### src/rtl/ircg_pkg.sv
package ircg_pkg;
    localparam int SEL_W_DEF = 4;
    localparam int LEN_W_DEF = 6;

    typedef enum logic [1:0] {
        PH_IDLE = 2'd0,
        PH_HIGH = 2'd1,
        PH_LOW  = 2'd2
    } phase_e;
endpackage

### src/rtl/ircg_prescaler.sv
module ircg_prescaler #(
    parameter int SEL_W = ircg_pkg::SEL_W_DEF
) (
    input  logic             clk,
    input  logic             rst_n,
    input  logic [SEL_W-1:0] sel,
    output logic             tick
);
    localparam int RSVD  = (1 << SEL_W) - 1;
    localparam int CNT_W = RSVD - 1;

    logic [CNT_W-1:0] div_cnt;
    logic [CNT_W-1:0] mask;

    always_ff @(posedge clk or negedge rst_n) begin
        if (!rst_n) div_cnt <= '0;
        else        div_cnt <= div_cnt + 1'b1;
    end

    // bit g takes part in the compare when the code selects more than g bits
    for (genvar g = 0; g < CNT_W; g++) begin : g_mask
        assign mask[g] = (sel > SEL_W'(g));
    end

    always_comb begin
        if (sel == SEL_W'(RSVD)) tick = 1'b0;
        else                     tick = &(div_cnt | ~mask);
    end
endmodule

### src/rtl/ircg_phase_fsm.sv
module ircg_phase_fsm #(
    parameter int SEL_W = ircg_pkg::SEL_W_DEF,
    parameter int LEN_W = ircg_pkg::LEN_W_DEF
) (
    input  logic             clk,
    input  logic             rst_n,
    input  logic             enable,
    input  logic             tick,
    input  logic [SEL_W-1:0] sel_in,
    input  logic [LEN_W-1:0] high_in,
    input  logic [LEN_W-1:0] low_in,
    output logic [SEL_W-1:0] sel_q,
    output logic [LEN_W-1:0] phase_cnt,
    output logic [LEN_W-1:0] cur_len,
    output logic             carrier
);
    import ircg_pkg::*;

    phase_e           state_q, state_d;
    logic [LEN_W-1:0] cnt_d;
    logic [LEN_W-1:0] high_q, low_q;
    logic             load;
    logic             at_end;

    assign cur_len = (state_q == PH_LOW) ? low_q : high_q;
    assign at_end  = tick && (phase_cnt == cur_len);

    always_comb begin
        state_d = state_q;
        cnt_d   = phase_cnt;
        load    = 1'b0;
        if (!enable) begin
            state_d = PH_IDLE;
            cnt_d   = '0;
        end else begin
            unique case (state_q)
                PH_IDLE: begin
                    state_d = PH_HIGH;
                    cnt_d   = '0;
                    load    = 1'b1;
                end
                PH_HIGH: begin
                    if (at_end) begin
                        state_d = PH_LOW;
                        cnt_d   = '0;
                        load    = 1'b1;
                    end else if (tick) begin
                        cnt_d = phase_cnt + 1'b1;
                    end
                end
                PH_LOW: begin
                    if (at_end) begin
                        state_d = PH_HIGH;
                        cnt_d   = '0;
                        load    = 1'b1;
                    end else if (tick) begin
                        cnt_d = phase_cnt + 1'b1;
                    end
                end
                default: begin
                    state_d = PH_IDLE;
                    cnt_d   = '0;
                end
            endcase
        end
    end

    always_ff @(posedge clk or negedge rst_n) begin
        if (!rst_n) begin
            state_q   <= PH_IDLE;
            phase_cnt <= '0;
            high_q    <= '0;
            low_q     <= '0;
            sel_q     <= '0;
        end else begin
            state_q   <= state_d;
            phase_cnt <= cnt_d;
            if (load) begin
                high_q <= high_in;
                low_q  <= low_in;
                sel_q  <= sel_in;
            end
        end
    end

    always_comb begin
        unique case (state_q)
            PH_HIGH: carrier = 1'b1;
            PH_LOW:  carrier = 1'b0;
            default: carrier = 1'b0;
        endcase
    end
endmodule

### src/rtl/ir_carrier_gen.sv
module ir_carrier_gen #(
    parameter int SEL_W = ircg_pkg::SEL_W_DEF,
    parameter int LEN_W = ircg_pkg::LEN_W_DEF
) (
    input  logic             clk,
    input  logic             rst_n,
    input  logic             enable,
    input  logic [SEL_W-1:0] div_sel,
    input  logic [LEN_W-1:0] high_len,
    input  logic [LEN_W-1:0] low_len,
    output logic             carrier_out
);
    logic             tick;
    logic [SEL_W-1:0] sel_q;
    logic [LEN_W-1:0] phase_cnt;
    logic [LEN_W-1:0] cur_len;

    ircg_prescaler #(.SEL_W(SEL_W)) u_psc (
        .clk  (clk),
        .rst_n(rst_n),
        .sel  (sel_q),
        .tick (tick)
    );

    ircg_phase_fsm #(.SEL_W(SEL_W), .LEN_W(LEN_W)) u_fsm (
        .clk      (clk),
        .rst_n    (rst_n),
        .enable   (enable),
        .tick     (tick),
        .sel_in   (div_sel),
        .high_in  (high_len),
        .low_in   (low_len),
        .sel_q    (sel_q),
        .phase_cnt(phase_cnt),
        .cur_len  (cur_len),
        .carrier  (carrier_out)
    );
endmodule

### config.mk
export PLATFORM = sky130hd
export DESIGN_NAME = ir_carrier_gen
export DESIGN_NICKNAME = d
export VERILOG_FILES = /design/src/rtl/ircg_pkg.sv /design/src/rtl/ircg_prescaler.sv /design/src/rtl/ircg_phase_fsm.sv /design/src/rtl/ir_carrier_gen.sv
export SDC_FILE = /design/constraint.sdc
export NUM_CORES = 1
export LEC_CHECK = 0
export CORE_MARGIN = 3
export CORE_UTILIZATION = 51
export CTS_CLUSTER_SIZE = 14
export DETAILED_ROUTE_END_ITERATION = 12
export PLACE_DENSITY = 0.75
export SLEW_MARGIN = 0
export SYNTH_ARGS = -nofsm -noshare
export SYNTH_HDL_FRONTEND = slang
export SYNTH_SLANG_ARGS = --single-unit
export TNS_END_PERCENT = 5
### constraint.sdc
create_clock -name clk -period 2.7 [get_ports clk]
set_clock_uncertainty 0.05 [all_clocks]
set_input_delay 0.27 -clock clk [delete_from_list [all_inputs] [get_ports clk]]
set_output_delay 0.27 -clock clk [all_outputs]
set_load 0.1 [all_outputs]
==> impl_metrics.yaml, run 1 <==
critical_path:
  worstSetupStartpoint: "u_fsm.state_q[0]$_DFFE_PN0P_"
  setup.worst_path.end_class: "flop"
  cp-start-kind: "flop"
  max_fanout_on_critical_path: 16
  timing.reg2reg.worst_path_depth: 9
  required_arrival_time_at_the_worst_endpoint_ns: 2.84
  worst_r2r_startpoint: "u_fsm.state_q[0]$_DFFE_PN0P_"
  setup.worst_path.class: "reg2reg"
  arrival_ns: 2.71
global_routing:
  number_of_antenna_violations_at_the_first_check_in_global_routing: 0
  grt_start_max_net_pins: 39
  grt-ovfl-total: 0
  grt_first_pass_wirelength_um: 7120
  grt_use_total_pct: 18.4
  grt_pass1_vias: 1529
timing:
  setup_total_negative_slack_ns: 0
  fin_crit_sh_pct: 95.4
  max_slew_margin_pct: 68.6
  grt_setup_unrepaired: "false"
  layout_min_cycle_time_ns: 2.57
  tightestPinTransition_ns: 0.471
  final-max-slew-violation-count: 0
  hold_slack_ns: 0.337
  setup_viol_count_final: 0
  hold_viol: 0
  timing.fmax_ghz: 0.388
route:
  drt_first_iter_violations: 88
  detailroute.via_count: 1457
  detail_route.vias_per_cell: 5.74
  firstDrtPassIters: 4
  number_of_design_rule_violations_left_after_detail_routing: 0
  drt-wirelength-per-cell_um: 16.0
  drt-total-wl_um: 4060
  ant_nets: 0
floorplanning:
  floorplan.io_pins: 20
  vertical_die_dimension_um: 69.3
  initial_utilization_pct: 54.2
  core_area_sq_um: 3770
  fp.dieW_um: 69.3
  fp.dieArea_sq_um: 4800
  fp-row-count: 22
placed_design:
  place_hpwl_um: 2870
  gp_congestion: 0.800
  count_of_buffers_inserted_at_the_top_level_ports: 19
yosys:
  yosysUniqueCellTypes: 43
  synth_edf_count: 0
  synthesis.area_per_instance_sq_um: 11.4
  yosysWarningCount: 0
  post_synth_instance_area_sq_um: 2040
  syn_nets: 205
  netlist_instances: 180
  predominant_post_synthesis_flop_cell: "sky130_fd_sc_hd__dfrtp_1"
  seq_area_frac_synth_pct: 46.5
  synthArstFlopShare_pct: 100
  synthDominantAreaCellType: "sky130_fd_sc_hd__dfrtp_1"
  synth-seq-cells: 38
  top_cells_by_area_in_the_synthesized_netlist: "sky130_fd_sc_hd__dfrtp_1 (47%), sky130_fd_sc_hd__mux2_4 (7.3%), sky130_fd_sc_hd__xnor2_1 (6.0%)"
  synth_largest_type_area_fraction_pct: 46.5
status:
  run_status: "finished, final reports clean"
clock_tree:
  root_buffer: "sky130_fd_sc_hd__clkbuf_8"
  cts_max_level: 2
  clk_latency_ns: 0.30
  clock_tree_from_tritoncts: "built"
  register_clock_pin_slew_on_the_reported_worst_setup_and_hold_paths_ns: 0.08
  cts.sink_count: 38
  postCtsHoldBufs: 0
  clockBufferDepth: 2
  number_of_buffers_added_by_the_clock_tree_synthesis_step: 5
layout:
  num_antenna_cells: 0
  most-common-layout-cells: "sky130_fd_sc_hd__dfrtp_1 (38), sky130_fd_sc_hd__clkdlybuf4s50_1 (18), sky130_fd_sc_hd__xnor2_1 (14)"
  final_common_cell: "sky130_fd_sc_hd__dfrtp_1"
  fin_nets: 230
  areaGrowthSynthToFinish_pct: 18.7
  share_of_final_layout_standard_cells_stronger_than_drive_strength_1_pct: 18.0
power_and_ir_drop:
  pwr-share-comb_pct: 28.3
  power.sequential.fraction_pct: 41.0
  pwr-share-clk_pct: 30.6
  p_per_area_nw_per_um2: 784
  irDropWorstVdd_v: 0.000538
  netSwitchingPower_w: 0.000572
  netSwitchingFraction_pct: 30.0
  cell_internal_pwr_w: 0.00133
  leak_nw: 1.08
flow_run:
  drv_cap: 0
min_path:
  hold_path_class: "in2async"
power groups by stage:
stage,sequential (W),combinational [W],clock (W)
global placement,0.000779,0.000510,0
detailed placement,0.000786,0.000532,0
finish,0.000781,0.000539,0.000583
global route,0.000801,0.000581,0.000622
floorplan,0.000752,0.000437,0
CTS,0.000778,0.000534,0.000596
path summary, 6_finish.rpt:
kind	end	slack (ns)
hold reg to reg	u_psc.div_cnt[3]$_DFF_PN0_	0.43
hold / removal	u_fsm.high_q[5]$_DFFE_PN0P_	0.34
max in group asynchronous	u_fsm.phase_cnt[3]$_DFFE_PN0P_	1.91
min in group clk	u_psc.div_cnt[3]$_DFF_PN0_	0.43
setup reg to reg	u_fsm.high_q[3]$_DFFE_PN0P_	0.13
setup / recovery	u_fsm.high_q[3]$_DFFE_PN0P_	0.13
routing by layer:
layer	GRT usage, %	vias up	share of wire [%]
li1	-	691	-
met1	19.7	725	41
met2	33.8	32	54
met3	4.49	9	3.3
met4	8.24	0	1.5
met5	0	-	0
synth_stat cells, types with 3 or more instances:
| cell type | n |
|---|---|
| sky130_fd_sc_hd__mux2i_1 | 7 |
| sky130_fd_sc_hd__xor2_1 | 4 |
| sky130_fd_sc_hd__and2_1 | 3 |
| sky130_fd_sc_hd__nand3_1 | 12 |
| sky130_fd_sc_hd__o22ai_1 | 3 |
| sky130_fd_sc_hd__inv_1 | 7 |
| sky130_fd_sc_hd__nand4_1 | 4 |
| sky130_fd_sc_hd__a21oi_1 | 3 |
| sky130_fd_sc_hd__a21o_1 | 3 |
| sky130_fd_sc_hd__mux2_2 | 6 |
| sky130_fd_sc_hd__nand2_1 | 12 |
| sky130_fd_sc_hd__dfrtp_1 | 38 |
| sky130_fd_sc_hd__buf_6 | 3 |
| sky130_fd_sc_hd__nor3_1 | 3 |
| sky130_fd_sc_hd__nor2_1 | 11 |
| sky130_fd_sc_hd__xnor2_1 | 14 |
| sky130_fd_sc_hd__o21ai_0 | 3 |
| sky130_fd_sc_hd__ha_1 | 6 |
| sky130_fd_sc_hd__mux2_4 | 10 |
state kept, by name, summed over array words and instances (netlist names):
| signal | cells |
|---|---|
| u_fsm.state_q | 2 |
| u_fsm.sel_q | 4 |
| u_fsm.high_q | 6 |
| u_fsm.low_q | 6 |
| u_psc.div_cnt | 14 |
| u_fsm.phase_cnt | 6 |
kinds of logic (layout without fill, tap and decap cells):
family          after synthesis  after routing  synth area share (%)
xor+xnor                     18             18                  7.71
fa+ha+maj                     7              7                  4.16
buf+inv                      13             39                  4.47
mux                          23             23                  14.1
compound gates               27             27                  9.98
simple gates                 54             54                  13.1
flops                        38             38                  46.5
cell type report:
type | count | area [sq um]
flip-flops and latches | 38 | 951
clock buffers | 5 | 68.8
fillers | 284 | 1340
repair buffers | 24 | 238
well taps | 48 | 60.1
clock inverters | 3 | 68.8
inverters | 7 | 26.3
multi-input cells | 129 | 1010
what timing repair did:
item                                    4_1_cts  5_1_grt
pin swaps                                     0        1
setup buffers                                 0        0
resized for setup                             1        3
cloned                                        0        0
endpoints found under the setup margin        3       19
metrics by stage:
step	utilization [%]	std cells	setup slack (ns)	power (W)	cell area, sq um
final	64.4	254	0.125	0.00190	2430
after global routing	64.4	254	0.00190	0.00200	2430
after CTS	64.1	254	0.0697	0.00191	2420
after detailed placement	60.4	246	0.0146	0.00132	2280
after global placement	60.4	246	0.0949	0.00129	2280
after floorplan	-	180	0.137	0.00119	2040
critical path, cell delays in order (launching register included):
cell and delay (ns):
sky130_fd_sc_hd__dfrtp_1 0.42, sky130_fd_sc_hd__inv_1 0.14, sky130_fd_sc_hd__ha_2 0.28, sky130_fd_sc_hd__mux2i_1 0.24
sky130_fd_sc_hd__xnor2_1 0.10, sky130_fd_sc_hd__nor4_2 0.33, sky130_fd_sc_hd__and2_1 0.19, sky130_fd_sc_hd__a31o_1 0.19
sky130_fd_sc_hd__buf_12 0.17, sky130_fd_sc_hd__mux2_2 0.35
Note: power is estimated with default switching activity, not from simulation.
==> run 2, diff against run 1 <==
--- a/config.mk
+++ b/config.mk
@@ -6,10 +6,11 @@
 export NUM_CORES = 1
 export LEC_CHECK = 0
 export CORE_MARGIN = 3
-export CORE_UTILIZATION = 51
+export CORE_UTILIZATION = 56
 export CTS_CLUSTER_SIZE = 14
 export DETAILED_ROUTE_END_ITERATION = 12
-export PLACE_DENSITY = 0.75
+export DONT_BUFFER_PORTS = 1
+export PLACE_DENSITY = 0.74
 export SLEW_MARGIN = 0
 export SYNTH_ARGS = -nofsm -noshare
 export SYNTH_HDL_FRONTEND = slang
==> run 2 against run 1 <==
Net effect:
- die area shrank 8.2%
- utilization grew 2.6 points
- critical path depth is the same
- count of clock-buffer cells in the layout grew 1
- combinational power shrank 1%
- worst setup slack gained 0.021 ns
- sequential share of layout area grew 2.4 points
- cell count shrank 3.5%
- clock power shrank 52%
==> impl_metrics.yaml, run 2 (synthesis results as in run 1) <==
critical_path:
  worst_r2r_startpoint: "u_fsm.state_q[0]$_DFFE_PN0P_"
  cp-start-kind: "flop"
  reg2reg_slack_ns: 0.15
  arrival_ns: 2.73
  required_arrival_time_at_the_worst_endpoint_ns: 2.88
  max_fanout_on_critical_path: 16
  setup.worst_path.class: "reg2reg"
  setup.worst_path.end_class: "flop"
  worstReg2RegEnd: "u_fsm.high_q[3]$_DFFE_PN0P_"
  timing.reg2reg.worst_path_depth: 9
min_path:
  hold_path_end: "u_fsm.sel_q[0]$_DFFE_PN0P_"
  hold_path_class: "in2reg"
  hold_path_startpoint: "div_sel[0]"
  hold_path_depth: 1
global_routing:
  grt_start_max_net_pins: 39
  grt_use_total_pct: 20.5
  number_of_antenna_violations_at_the_first_check_in_global_routing: 0
  grt_first_pass_wirelength_um: 6670
  grt_pass1_vias: 1412
  grt-ovfl-total: 0
route:
  detail_route.vias_per_cell: 5.95
  detailroute.via_count: 1457
  firstDrtPassIters: 4
  number_of_design_rule_violations_left_after_detail_routing: 0
  drt_first_iter_violations: 130
  ant_nets: 0
  drt-total-wl_um: 3990
  drt-wirelength-per-cell_um: 16.3
floorplanning:
  fp.dieW_um: 66.4
  fp-row-count: 21
  initial_utilization_pct: 59.9
  fp.dieArea_sq_um: 4410
  floorplan.io_pins: 20
  core_area_sq_um: 3420
  vertical_die_dimension_um: 66.4
placed_design:
  place_ws_ns: -0.0398
  place_hpwl_um: 2830
  placed_area_sq_um: 2090
  count_of_buffers_inserted_at_the_top_level_ports: 0
  gp_congestion: 0.885
clock_tree:
  register_clock_pin_slew_on_the_reported_worst_setup_and_hold_paths_ns: 0.11
  cts_max_level: 2
  clk_latency_ns: 0.34
  clock_tree_from_tritoncts: "built"
  cts.sink_count: 38
  number_of_buffers_added_by_the_clock_tree_synthesis_step: 5
  root_buffer: "sky130_fd_sc_hd__clkbuf_4"
  clockBufferDepth: 2
power_and_ir_drop:
  netSwitchingFraction_pct: 33.9
  p_per_area_nw_per_um2: 694
  pwr-share-comb_pct: 33.6
  pwr-share-clk_pct: 17.5
  irDropWorstVdd_v: 0.000497
  power.sequential.fraction_pct: 48.9
  cell_internal_pwr_w: 0.00105
  netSwitchingPower_w: 0.000538
  leak_nw: 1.02
timing:
  hold_slack_ns: 0.0227
  grt_setup_unrepaired: "false"
  layout_setup_ws_ns: 0.146
  setup_total_negative_slack_ns: 0
  final-max-slew-violation-count: 0
  tightestPinTransition_ns: 0.468
  fin_crit_sh_pct: 94.6
  timing.fmax_ghz: 0.392
  max_slew_margin_pct: 68.7
  layout_min_cycle_time_ns: 2.55
  setup_viol_count_final: 0
  hold_viol: 0
status:
  run_status: "finished, final reports clean"
layout:
  final_common_cell: "sky130_fd_sc_hd__dfrtp_1"
  largest_register_ff_count: 14
  areaGrowthSynthToFinish_pct: 11.8
  largest_register_by_flop_count: "u_psc.div_cnt"
  most-common-layout-cells: "sky130_fd_sc_hd__dfrtp_1 (38), sky130_fd_sc_hd__xnor2_1 (14), sky130_fd_sc_hd__nand3_1 (12), sky130_fd_sc_hd__nand2_1 (12)"
  fin_nets: 224
  num_antenna_cells: 0
  share_of_final_layout_standard_cells_stronger_than_drive_strength_1_pct: 17.1
  core_utilization_of_the_finished_layout_pct: 66.9
  finish.instance_area_sq_um: 2290
flow_run:
  drv_cap: 0
run 2: routing by layer:
metal | up-vias | track usage, % | routed length (um)
met2 | 40 | 31.1 | 1930
met3 | 6 | 5.27 | 198
li1 | 679 | - | -
met1 | 732 | 27.8 | 1810
met4 | 0 | 8.12 | 56
met5 | - | 0 | 0
run 2: worst max-delay path: stages, from the launching register on:
cell and delay, ns:
sky130_fd_sc_hd__dfrtp_1 0.43, sky130_fd_sc_hd__inv_2 0.12, sky130_fd_sc_hd__ha_4 0.19, sky130_fd_sc_hd__mux2i_1 0.23, sky130_fd_sc_hd__xnor2_1 0.11, sky130_fd_sc_hd__nor4_2 0.38, sky130_fd_sc_hd__and2_1 0.20, sky130_fd_sc_hd__a31o_1 0.20
sky130_fd_sc_hd__buf_12 0.17, sky130_fd_sc_hd__mux2_2 0.35
run 2: how the worst max path moves through the flow:
stage | slack (ns) | cells past startpoint | startpoint | to
after floorplan | 0.14 | 12 | u_fsm.state_q[0]$_DFFE_PN0P_ | u_fsm.high_q[0]$_DFFE_PN0P_
after global placement | 0.06 | 10 | u_fsm.state_q[0]$_DFFE_PN0P_ | u_fsm.low_q[2]$_DFFE_PN0P_
after detailed placement | -0.04 | 9 | u_fsm.state_q[0]$_DFFE_PN0P_ | u_fsm.high_q[3]$_DFFE_PN0P_
after CTS | 0.004 | 9 | u_fsm.state_q[0]$_DFFE_PN0P_ | u_fsm.high_q[3]$_DFFE_PN0P_
after global routing | 0.01 | 9 | u_fsm.state_q[0]$_DFFE_PN0P_ | u_fsm.low_q[0]$_DFFE_PN0P_
final | 0.15 | 9 | u_fsm.state_q[0]$_DFFE_PN0P_ | u_fsm.high_q[3]$_DFFE_PN0P_
run 2: through the flow:
| stage | power (W) | std cells |
|---|---|---|
| after floorplan | 0.00119 | 180 |
| final | 0.00159 | 245 |
| after global placement | 0.00125 | 225 |
| after global routing | 0.00169 | 245 |
| after detailed placement | 0.00128 | 225 |
| after CTS | 0.00157 | 235 |
run 2: final cells by class:
type	instances	area (sq um)
clock buffers	6	41.3
well taps	46	57.6
flip-flops and latches	38	951
clock inverters	1	7.51
inverters	7	26.3
fillers	255	1130
repair buffers	18	188
multi-input cells	129	1010
run 2: timing repair:
item	in CTS	in global routing
gates cloned	0	0
hold buffers	3	9
pin swaps	0	1
resized for setup	1	2
endpoints found under the hold margin	39	9
endpoints found under the setup margin	16	18
setup buffers	0	1
run 2: power by group through the flow:
stage	clock network, W	registers [W]	logic, W
final	0.000278	0.000775	0.000533
after global routing	0.000316	0.000791	0.000583
after CTS	0.000286	0.000775	0.000509
after detailed placement	0	0.000787	0.000490
after global placement	0	0.000778	0.000472
after floorplan	0	0.000752	0.000437
